===== src/rtl/wdk_pkg.sv =====
package wdk_pkg;
  localparam int DW = 16;
  localparam int AW = 3;
  localparam int TW = 8;

  localparam logic [AW-1:0] OFS_CTRL = 3'd0;
  localparam logic [AW-1:0] OFS_SVC  = 3'd2;
  localparam logic [AW-1:0] OFS_STAT = 3'd4;

  localparam logic [DW-1:0] KEY_A = 16'h5555;
  localparam logic [DW-1:0] KEY_B = 16'hAAAA;

  localparam int B_LP   = 0;
  localparam int B_DBG  = 1;
  localparam int B_EN   = 2;
  localparam int B_TMO  = 3;
  localparam int B_EXT  = 7;
  localparam int WT_LSB = 8;

  localparam logic [DW-1:0] STAT_TIMEOUT = 16'h0002;

  typedef struct packed {
    logic [TW-1:0] wt;
    logic          ext_sel;
    logic          tmo_sel;
    logic          en;
    logic          dbg_frz;
    logic          lp_frz;
  } ctrl_t;
endpackage


===== src/rtl/wdk_regs.sv =====
module wdk_regs
  import wdk_pkg::*;
(
  input  logic          clk,
  input  logic          rst_n,
  input  logic          wr,
  input  logic [AW-1:0] addr,
  input  logic [DW-1:0] wdata,
  input  logic          expire,
  output ctrl_t         ctrl,
  output logic          svc_wr,
  output logic          en_load,
  output logic [TW-1:0] load_val,
  output logic [DW-1:0] rdata
);
  ctrl_t ctrl_q, ctrl_d;
  logic  locked_q, locked_d;
  logic  tmo_q, tmo_d;
  logic  ctrl_wr;
  logic  unused_wbits;

  assign unused_wbits = ^wdata[6:4];
  assign ctrl_wr = wr && (addr == OFS_CTRL);
  assign svc_wr  = wr && (addr == OFS_SVC);

  always_comb begin
    ctrl_d   = ctrl_q;
    locked_d = locked_q;
    tmo_d    = tmo_q;
    en_load  = 1'b0;
    if (expire) begin
      ctrl_d   = '0;
      locked_d = 1'b0;
      tmo_d    = 1'b1;
    end else if (ctrl_wr) begin
      if (!locked_q) begin
        ctrl_d.lp_frz  = wdata[B_LP];
        ctrl_d.dbg_frz = wdata[B_DBG];
        ctrl_d.wt      = wdata[WT_LSB +: TW];
        locked_d       = 1'b1;
      end
      ctrl_d.en      = ctrl_q.en | wdata[B_EN];
      ctrl_d.tmo_sel = wdata[B_TMO];
      ctrl_d.ext_sel = wdata[B_EXT];
      en_load        = ctrl_d.en && !ctrl_q.en;
    end
  end

  assign load_val = ctrl_d.wt;

  always_ff @(posedge clk or negedge rst_n) begin
    if (!rst_n) begin
      ctrl_q   <= '0;
      locked_q <= 1'b0;
      tmo_q    <= 1'b0;
    end else begin
      ctrl_q   <= ctrl_d;
      locked_q <= locked_d;
      tmo_q    <= tmo_d;
    end
  end

  assign ctrl = ctrl_q;

  always_comb begin
    rdata = '0;
    unique case (addr)
      OFS_CTRL: begin
        rdata[WT_LSB +: TW] = ctrl_q.wt;
        rdata[B_EXT]        = ctrl_q.ext_sel;
        rdata[B_TMO]        = ctrl_q.tmo_sel;
        rdata[B_EN]         = ctrl_q.en;
        rdata[B_DBG]        = ctrl_q.dbg_frz;
        rdata[B_LP]         = ctrl_q.lp_frz;
      end
      OFS_STAT: rdata = tmo_q ? STAT_TIMEOUT : '0;
      default:  rdata = '0;
    endcase
  end

  a_r3_enable_sticky: assert property (@(posedge clk) disable iff (!rst_n)
    (ctrl_q.en && !expire) |=> ctrl_q.en);
  a_r2_wt_write_once: assert property (@(posedge clk) disable iff (!rst_n)
    (locked_q && !expire) |=> $stable(ctrl_q.wt));
  a_r9_status_kept: assert property (@(posedge clk) disable iff (!rst_n)
    tmo_q |=> tmo_q);
endmodule


===== src/rtl/wdk_key.sv =====
module wdk_key
  import wdk_pkg::*;
(
  input  logic          clk,
  input  logic          rst_n,
  input  logic          svc_wr,
  input  logic [DW-1:0] wdata,
  input  logic          flush,
  output logic          reload
);
  logic armed_q, armed_d;

  always_comb begin
    armed_d = armed_q;
    reload  = 1'b0;
    if (flush) begin
      armed_d = 1'b0;
    end else if (svc_wr) begin
      if (wdata == KEY_A) begin
        armed_d = 1'b1;
      end else begin
        reload  = armed_q && (wdata == KEY_B);
        armed_d = 1'b0;
      end
    end
  end

  always_ff @(posedge clk or negedge rst_n) begin
    if (!rst_n) armed_q <= 1'b0;
    else        armed_q <= armed_d;
  end

  a_r5_arm_by_first_key: assert property (@(posedge clk) disable iff (!rst_n)
    $rose(armed_q) |-> $past(svc_wr && (wdata == KEY_A)));
  a_r6_other_write_disarms: assert property (@(posedge clk) disable iff (!rst_n)
    (svc_wr && (wdata != KEY_A)) |=> !armed_q);
endmodule


===== src/rtl/wdk_count.sv =====
module wdk_count #(
  parameter int TW         = 8,
  parameter int RST_CYCLES = 4
) (
  input  logic          clk,
  input  logic          rst_n,
  input  logic          tick,
  input  logic          en,
  input  logic          freeze,
  input  logic          load,
  input  logic [TW-1:0] load_val,
  output logic          expire,
  output logic          pulse
);
  localparam int PCW = $clog2(RST_CYCLES) + 1;
  localparam logic [PCW-1:0] PLAST = PCW'(RST_CYCLES - 1);

  logic [TW-1:0]  cnt_q, cnt_d;
  logic [PCW-1:0] pcnt_q, pcnt_d;
  logic           pulse_q, pulse_d;
  logic           step;

  assign step   = tick && en && !freeze;
  assign expire = step && (cnt_q == '0);

  always_comb begin
    cnt_d = cnt_q;
    if (expire)     cnt_d = '0;
    else if (load)  cnt_d = load_val;
    else if (step)  cnt_d = cnt_q - 1'b1;
  end

  always_comb begin
    pulse_d = pulse_q;
    pcnt_d  = pcnt_q;
    if (expire) begin
      pulse_d = 1'b1;
      pcnt_d  = '0;
    end else if (pulse_q) begin
      if (pcnt_q == PLAST) pulse_d = 1'b0;
      else                 pcnt_d  = pcnt_q + 1'b1;
    end
  end

  always_ff @(posedge clk or negedge rst_n) begin
    if (!rst_n) begin
      cnt_q   <= '0;
      pcnt_q  <= '0;
      pulse_q <= 1'b0;
    end else begin
      cnt_q   <= cnt_d;
      pcnt_q  <= pcnt_d;
      pulse_q <= pulse_d;
    end
  end

  assign pulse = pulse_q;

  a_r7_frozen_hold: assert property (@(posedge clk) disable iff (!rst_n)
    (en && freeze && !load) |=> $stable(cnt_q));
  a_r8_pulse_bound: assert property (@(posedge clk) disable iff (!rst_n)
    pulse_q |-> (pcnt_q <= PLAST));
  a_r4_fire_at_zero: assert property (@(posedge clk) disable iff (!rst_n)
    $rose(pulse_q) |-> $past(tick && (cnt_q == '0)));
endmodule


===== src/rtl/wdk_watchdog.sv =====
module wdk_watchdog #(
  parameter int RST_CYCLES = 4
) (
  input  logic        clk,
  input  logic        rst_n,
  input  logic        tick_i,
  input  logic        lp_i,
  input  logic        dbg_i,
  input  logic [2:0]  bus_addr_i,
  input  logic        bus_wr_i,
  input  logic [15:0] bus_wdata_i,
  output logic [15:0] bus_rdata_o,
  output logic        sys_rst_o,
  output logic        tmo_o,
  output logic        ext_rst_o
);
  import wdk_pkg::*;

  logic [1:0]    rs_q;
  logic          rst_ni;
  ctrl_t         ctrl;
  logic          svc_wr, en_load, reload, expire, pulse, freeze;
  logic [TW-1:0] load_val;
  logic [1:0]    osel_q, osel_d;

  always_ff @(posedge clk or negedge rst_n) begin
    if (!rst_n) rs_q <= 2'b00;
    else        rs_q <= {rs_q[0], 1'b1};
  end
  assign rst_ni = rs_q[1];

  wdk_regs u_regs (
    .clk(clk), .rst_n(rst_ni), .wr(bus_wr_i), .addr(bus_addr_i),
    .wdata(bus_wdata_i), .expire(expire), .ctrl(ctrl), .svc_wr(svc_wr),
    .en_load(en_load), .load_val(load_val), .rdata(bus_rdata_o)
  );

  wdk_key u_key (
    .clk(clk), .rst_n(rst_ni), .svc_wr(svc_wr), .wdata(bus_wdata_i),
    .flush(expire), .reload(reload)
  );

  assign freeze = (lp_i && ctrl.lp_frz) || (dbg_i && ctrl.dbg_frz);

  wdk_count #(.TW(TW), .RST_CYCLES(RST_CYCLES)) u_count (
    .clk(clk), .rst_n(rst_ni), .tick(tick_i), .en(ctrl.en), .freeze(freeze),
    .load(en_load || reload), .load_val(load_val), .expire(expire), .pulse(pulse)
  );

  always_comb begin
    osel_d = osel_q;
    if (expire) osel_d = {ctrl.ext_sel, ctrl.tmo_sel};
  end

  always_ff @(posedge clk or negedge rst_ni) begin
    if (!rst_ni) osel_q <= 2'b00;
    else         osel_q <= osel_d;
  end

  assign sys_rst_o = pulse;
  assign tmo_o     = pulse && osel_q[0];
  assign ext_rst_o = pulse && osel_q[1];

  a_r8_gated_outputs: assert property (@(posedge clk) disable iff (!rst_ni)
    (tmo_o || ext_rst_o) |-> sys_rst_o);
endmodule


===== config.mk =====
export PLATFORM = sky130hd
export DESIGN_NAME = wdk_watchdog
export DESIGN_NICKNAME = d
export VERILOG_FILES = /design/src/rtl/wdk_pkg.sv /design/src/rtl/wdk_regs.sv /design/src/rtl/wdk_key.sv /design/src/rtl/wdk_count.sv /design/src/rtl/wdk_watchdog.sv
export SDC_FILE = /design/constraint.sdc
export NUM_CORES = 1
export LEC_CHECK = 0
export ABC_CLOCK_PERIOD_IN_PS = 1100
export BUFFER_PORTS_ARGS = -buffer_cell sky130_fd_sc_hd__buf_2
export CORE_ASPECT_RATIO = 1.1
export CORE_MARGIN = 2
export CORE_UTILIZATION = 47
export DETAILED_ROUTE_END_ITERATION = 8
export HOLD_SLACK_MARGIN = 0.03
export PLACE_DENSITY_LB_ADDON = 0.25
export SLEW_MARGIN = 20
export SYNTH_ARGS = -nofsm -noshare
export SYNTH_HDL_FRONTEND = slang
export SYNTH_SLANG_ARGS = --single-unit

===== constraint.sdc =====
create_clock -name clk -period 1.1 [get_ports clk]
set_input_delay 0.22 -clock clk [delete_from_list [all_inputs] [get_ports clk]]
set_output_delay 0.22 -clock clk [all_outputs]
set_load 0.1 [all_outputs]

==> flow_metrics.tcl <==
set metrics [dict create \
    r2r_end "u_count.cnt_q[4]" \
    mostFrequentLayoutCells "buf_4, dfrtp_1, buf_2, buf_12, mux2i_1" \
    core_area_um2 3600 \
    max_cap_viol_count 0 \
    use_met2_pct 49.6 \
    p_leak_nw 1.40 \
    grt_max_degree 19 \
    ys_seq_area_share_pct 45.7 \
    rows 23 \
    fin_skew_ns 0.00790 \
    layout_min_cycle_time_ns 1.84 \
    end_kind "flip-flop" \
    busiest_layer "met2" \
    cp_max_fo 8 \
    crit_required_ns 1.29 \
    reg2reg_slack_ns -0.74 \
    grt_pass1_wl_um 8690 \
    final_util_pct 86.7 \
    setup-violations-final 46 \
    grt-ovfl-total 0 \
    viasPerCell 5.65 \
    cts_tree "built" \
    power.switching_mw 2.84 \
    timing.reg2reg.worst_path_depth 6 \
    area_growth_pct 77.9 \
    nNetsFinal 295 \
    max-clock-path-buffers 2 \
    sw_frac_of_total_pct 39.7 \
    p_comb_share_pct 51.8 \
    grt_usage_pct 27.6 \
    synth-main-ff-cell "dfrtp_1" \
    crit_slowest_cell "or3_4" \
    mostFrequentLayoutCell "buf_4" \
    crit_type "flip-flop to flip-flop" \
    avgSynthCellArea_um2 10.1 \
    worst_slack_ns -0.743 \
    start_kind "flip-flop" \
    p_seq_share_pct 30.3 \
    first_iter_violations 114 \
    stdcell_area_um2 3120 \
    hold_class "flip-flop to async pin" \
    htreeDepth 2 \
    die-area_um2 4230 \
    synth_warnings 0 \
    yosys_register_bits 32 \
    rsz0062_at_grt "yes" \
    grt_antenna_before_repair 1 \
    status "complete, but fails checks" \
    wl_per_cell_um 20.2 \
    peakVddDrop_mv 1.86 \
    synth_cells 173 \
    fin_hold_ws_ns 0.210 \
    dp_hpwl_um 3600 \
    slowest_delay_ns 0.50 \
    port_buffers 40 \
    numPlacedInstances 297 \
    final-instance-count-excl-fill 319 \
    tightest_slew_ns 0.535 \
    postRouteAntennaNets 0 \
    fmax_ghz 0.543 \
    finalMaxSlewViolations 0 \
    use_met1_pct 31.6 \
    worstPathCellList "inv_2, ha_4, a21boi_4, nand4_1, or3_4, a32o_1" \
    ys_types 41 \
    placedInstanceArea_um2 2610 \
    place.gp.congestion 0.875 \
    synth-edff-count 0 \
    seq_area_um2 806 \
    die-width_um 62.2 \
    hold_viol 0 \
    cts_buffers 5 \
    drive_gt1_share_pct 60.4 \
    grt_use_met3_pct 8.72 \
    multi_input_area_um2 1140 \
    first_pass_iters 4 \
    grt_pass1_vias 1753 \
    r2r_start "u_count.cnt_q[1]" \
    internal_power_mw 4.31 \
    root_buffer "clkbuf_8" \
    synthArstFlopShare_pct 100 \
    wirelength_um 6450 \
    worst_ep_arrival_time_ns 2.03 \
    finalPower_mw 7.15 \
    ios 44 \
    synth_area_um2 1750 \
    clock_latency_ns 0.30 \
    clock_power_share_pct 17.9 \
    clock_sinks 32 \
    start_util_pct 48.7 \
    fillers 150 \
    slew_headroom_pct 63.8 \
    violations "setup timing" \
    p_per_area_nw_per_um2 2290 \
    remaining_drc_errors 0 \
    fin_crit_sh_pct 168 \
    die_h_um 68.1 \
    clkTransAtPathRegs_ns 0.07 \
    dr_total_vias 1801 \
]
worst max-delay path by stage:
| stage | from | end | slack [ns] |
|---|---|---|---|
| after floorplan | u_count.cnt_q[0] | u_count.cnt_q[0] | -0.66 |
| after global placement | bus_wdata_i[10] | u_count.cnt_q[5] | -0.76 |
| after detailed placement | bus_wdata_i[0] | u_count.cnt_q[5] | -0.83 |
| after CTS | u_count.cnt_q[0] | u_count.cnt_q[4] | -0.65 |
| after global routing | u_count.cnt_q[1] | u_count.cnt_q[4] | -0.81 |
| final | u_count.cnt_q[1] | u_count.cnt_q[4] | -0.74 |
Yosys cell counts, drive strengths merged (2+ instances only):
cell	n	share of area (%)
or2	2	0.71
xor2	2	1.0
mux2i	16	9.1
nor2	23	4.9
or3	3	1.1
buf	6	2.6
a32o	3	1.7
nor3	5	1.7
nor4bb	6	3.4
mux2	3	1.9
o211ai	2	1.1
nand4	5	1.8
conb	2	0.43
and2	16	5.7
o31ai	2	0.86
nand2b	2	0.71
o21ai	3	0.86
dfrtp	32	46
inv	4	0.86
clkbuf	4	0.86
a21oi	3	0.86
ha	3	2.1
o31a	2	1.0
nand3	3	0.86
nand2	10	2.1
cells by family after synthesis:
family	share of synthesized area, %
simple gates	27.1
other cells	0.428
buf+inv	4.35
fa+ha+maj	2.14
flops	45.7
xor+xnor	0.999
compound gates	8.28
mux	11.1
state kept, by name, summed over array words and instances (netlist names):
register         flops
u_regs.ctrl         13
u_count.cnt_q        8
u_count.pcnt_q       3
osel_q               2
rs_q                 2
u_count.pulse        1
u_key.armed_q        1
u_regs.locked_q      1
u_regs.tmo_q         1
worst max-delay path: cells and delay by family (launching register included):
kind / cells / cell delay [ns]
fa+ha+maj: 1 / 0.12
buf+inv: 1 / 0.08
simple gates: 2 / 0.72
compound gates: 2 / 0.41
flops: 1 / 0.40
metal layers:
layer	vias to the layer above	part of all wire, %
li1	796	-
met1	889	37
met2	88	52
met3	28	6.0
met4	0	5.0
met5	-	0
cell type report:
| cell class | instances | share of cell area (%) |
|---|---|---|
| Multi-Input combinational cell | 129 | 36.6 |
| Sequential cell | 32 | 25.8 |
| Timing Repair Buffer | 95 | 31.0 |
| Clock buffer | 7 | 3.09 |
| Inverter | 4 | 0.481 |
| Tap cell | 50 | 2.01 |
| Clock inverter | 1 | 0.963 |
| Antenna cell | 1 | 0.0802 |
what timing repair did:
action	CTS	global route
resized for setup	23	55
cloned	1	1
hold buffers	1	0
buffers inserted	6	4
pin swaps	12	22
hold endpoints to repair	2	0
endpoints found under the setup margin	46	46
power by group through the flow:
stage | sequential (mW) | combinational [mW] | clock, mW
floorplan | 2.13 | 1.46 | 0
global placement | 2.04 | 2.51 | 0
detailed placement | 2.08 | 2.63 | 0
CTS | 2.09 | 2.98 | 1.26
global route | 2.21 | 3.92 | 1.35
finish | 2.16 | 3.70 | 1.28
metrics by stage:
stage                     setup TNS (ns)  setup WS [ns]
after global routing              -26.27         -0.814
after floorplan                   -17.69         -0.660
after detailed placement          -21.77         -0.832
after global placement            -19.53         -0.760
after CTS                         -20.92         -0.651
final                             -23.59         -0.743
Power figures use the tool's default switching activity.
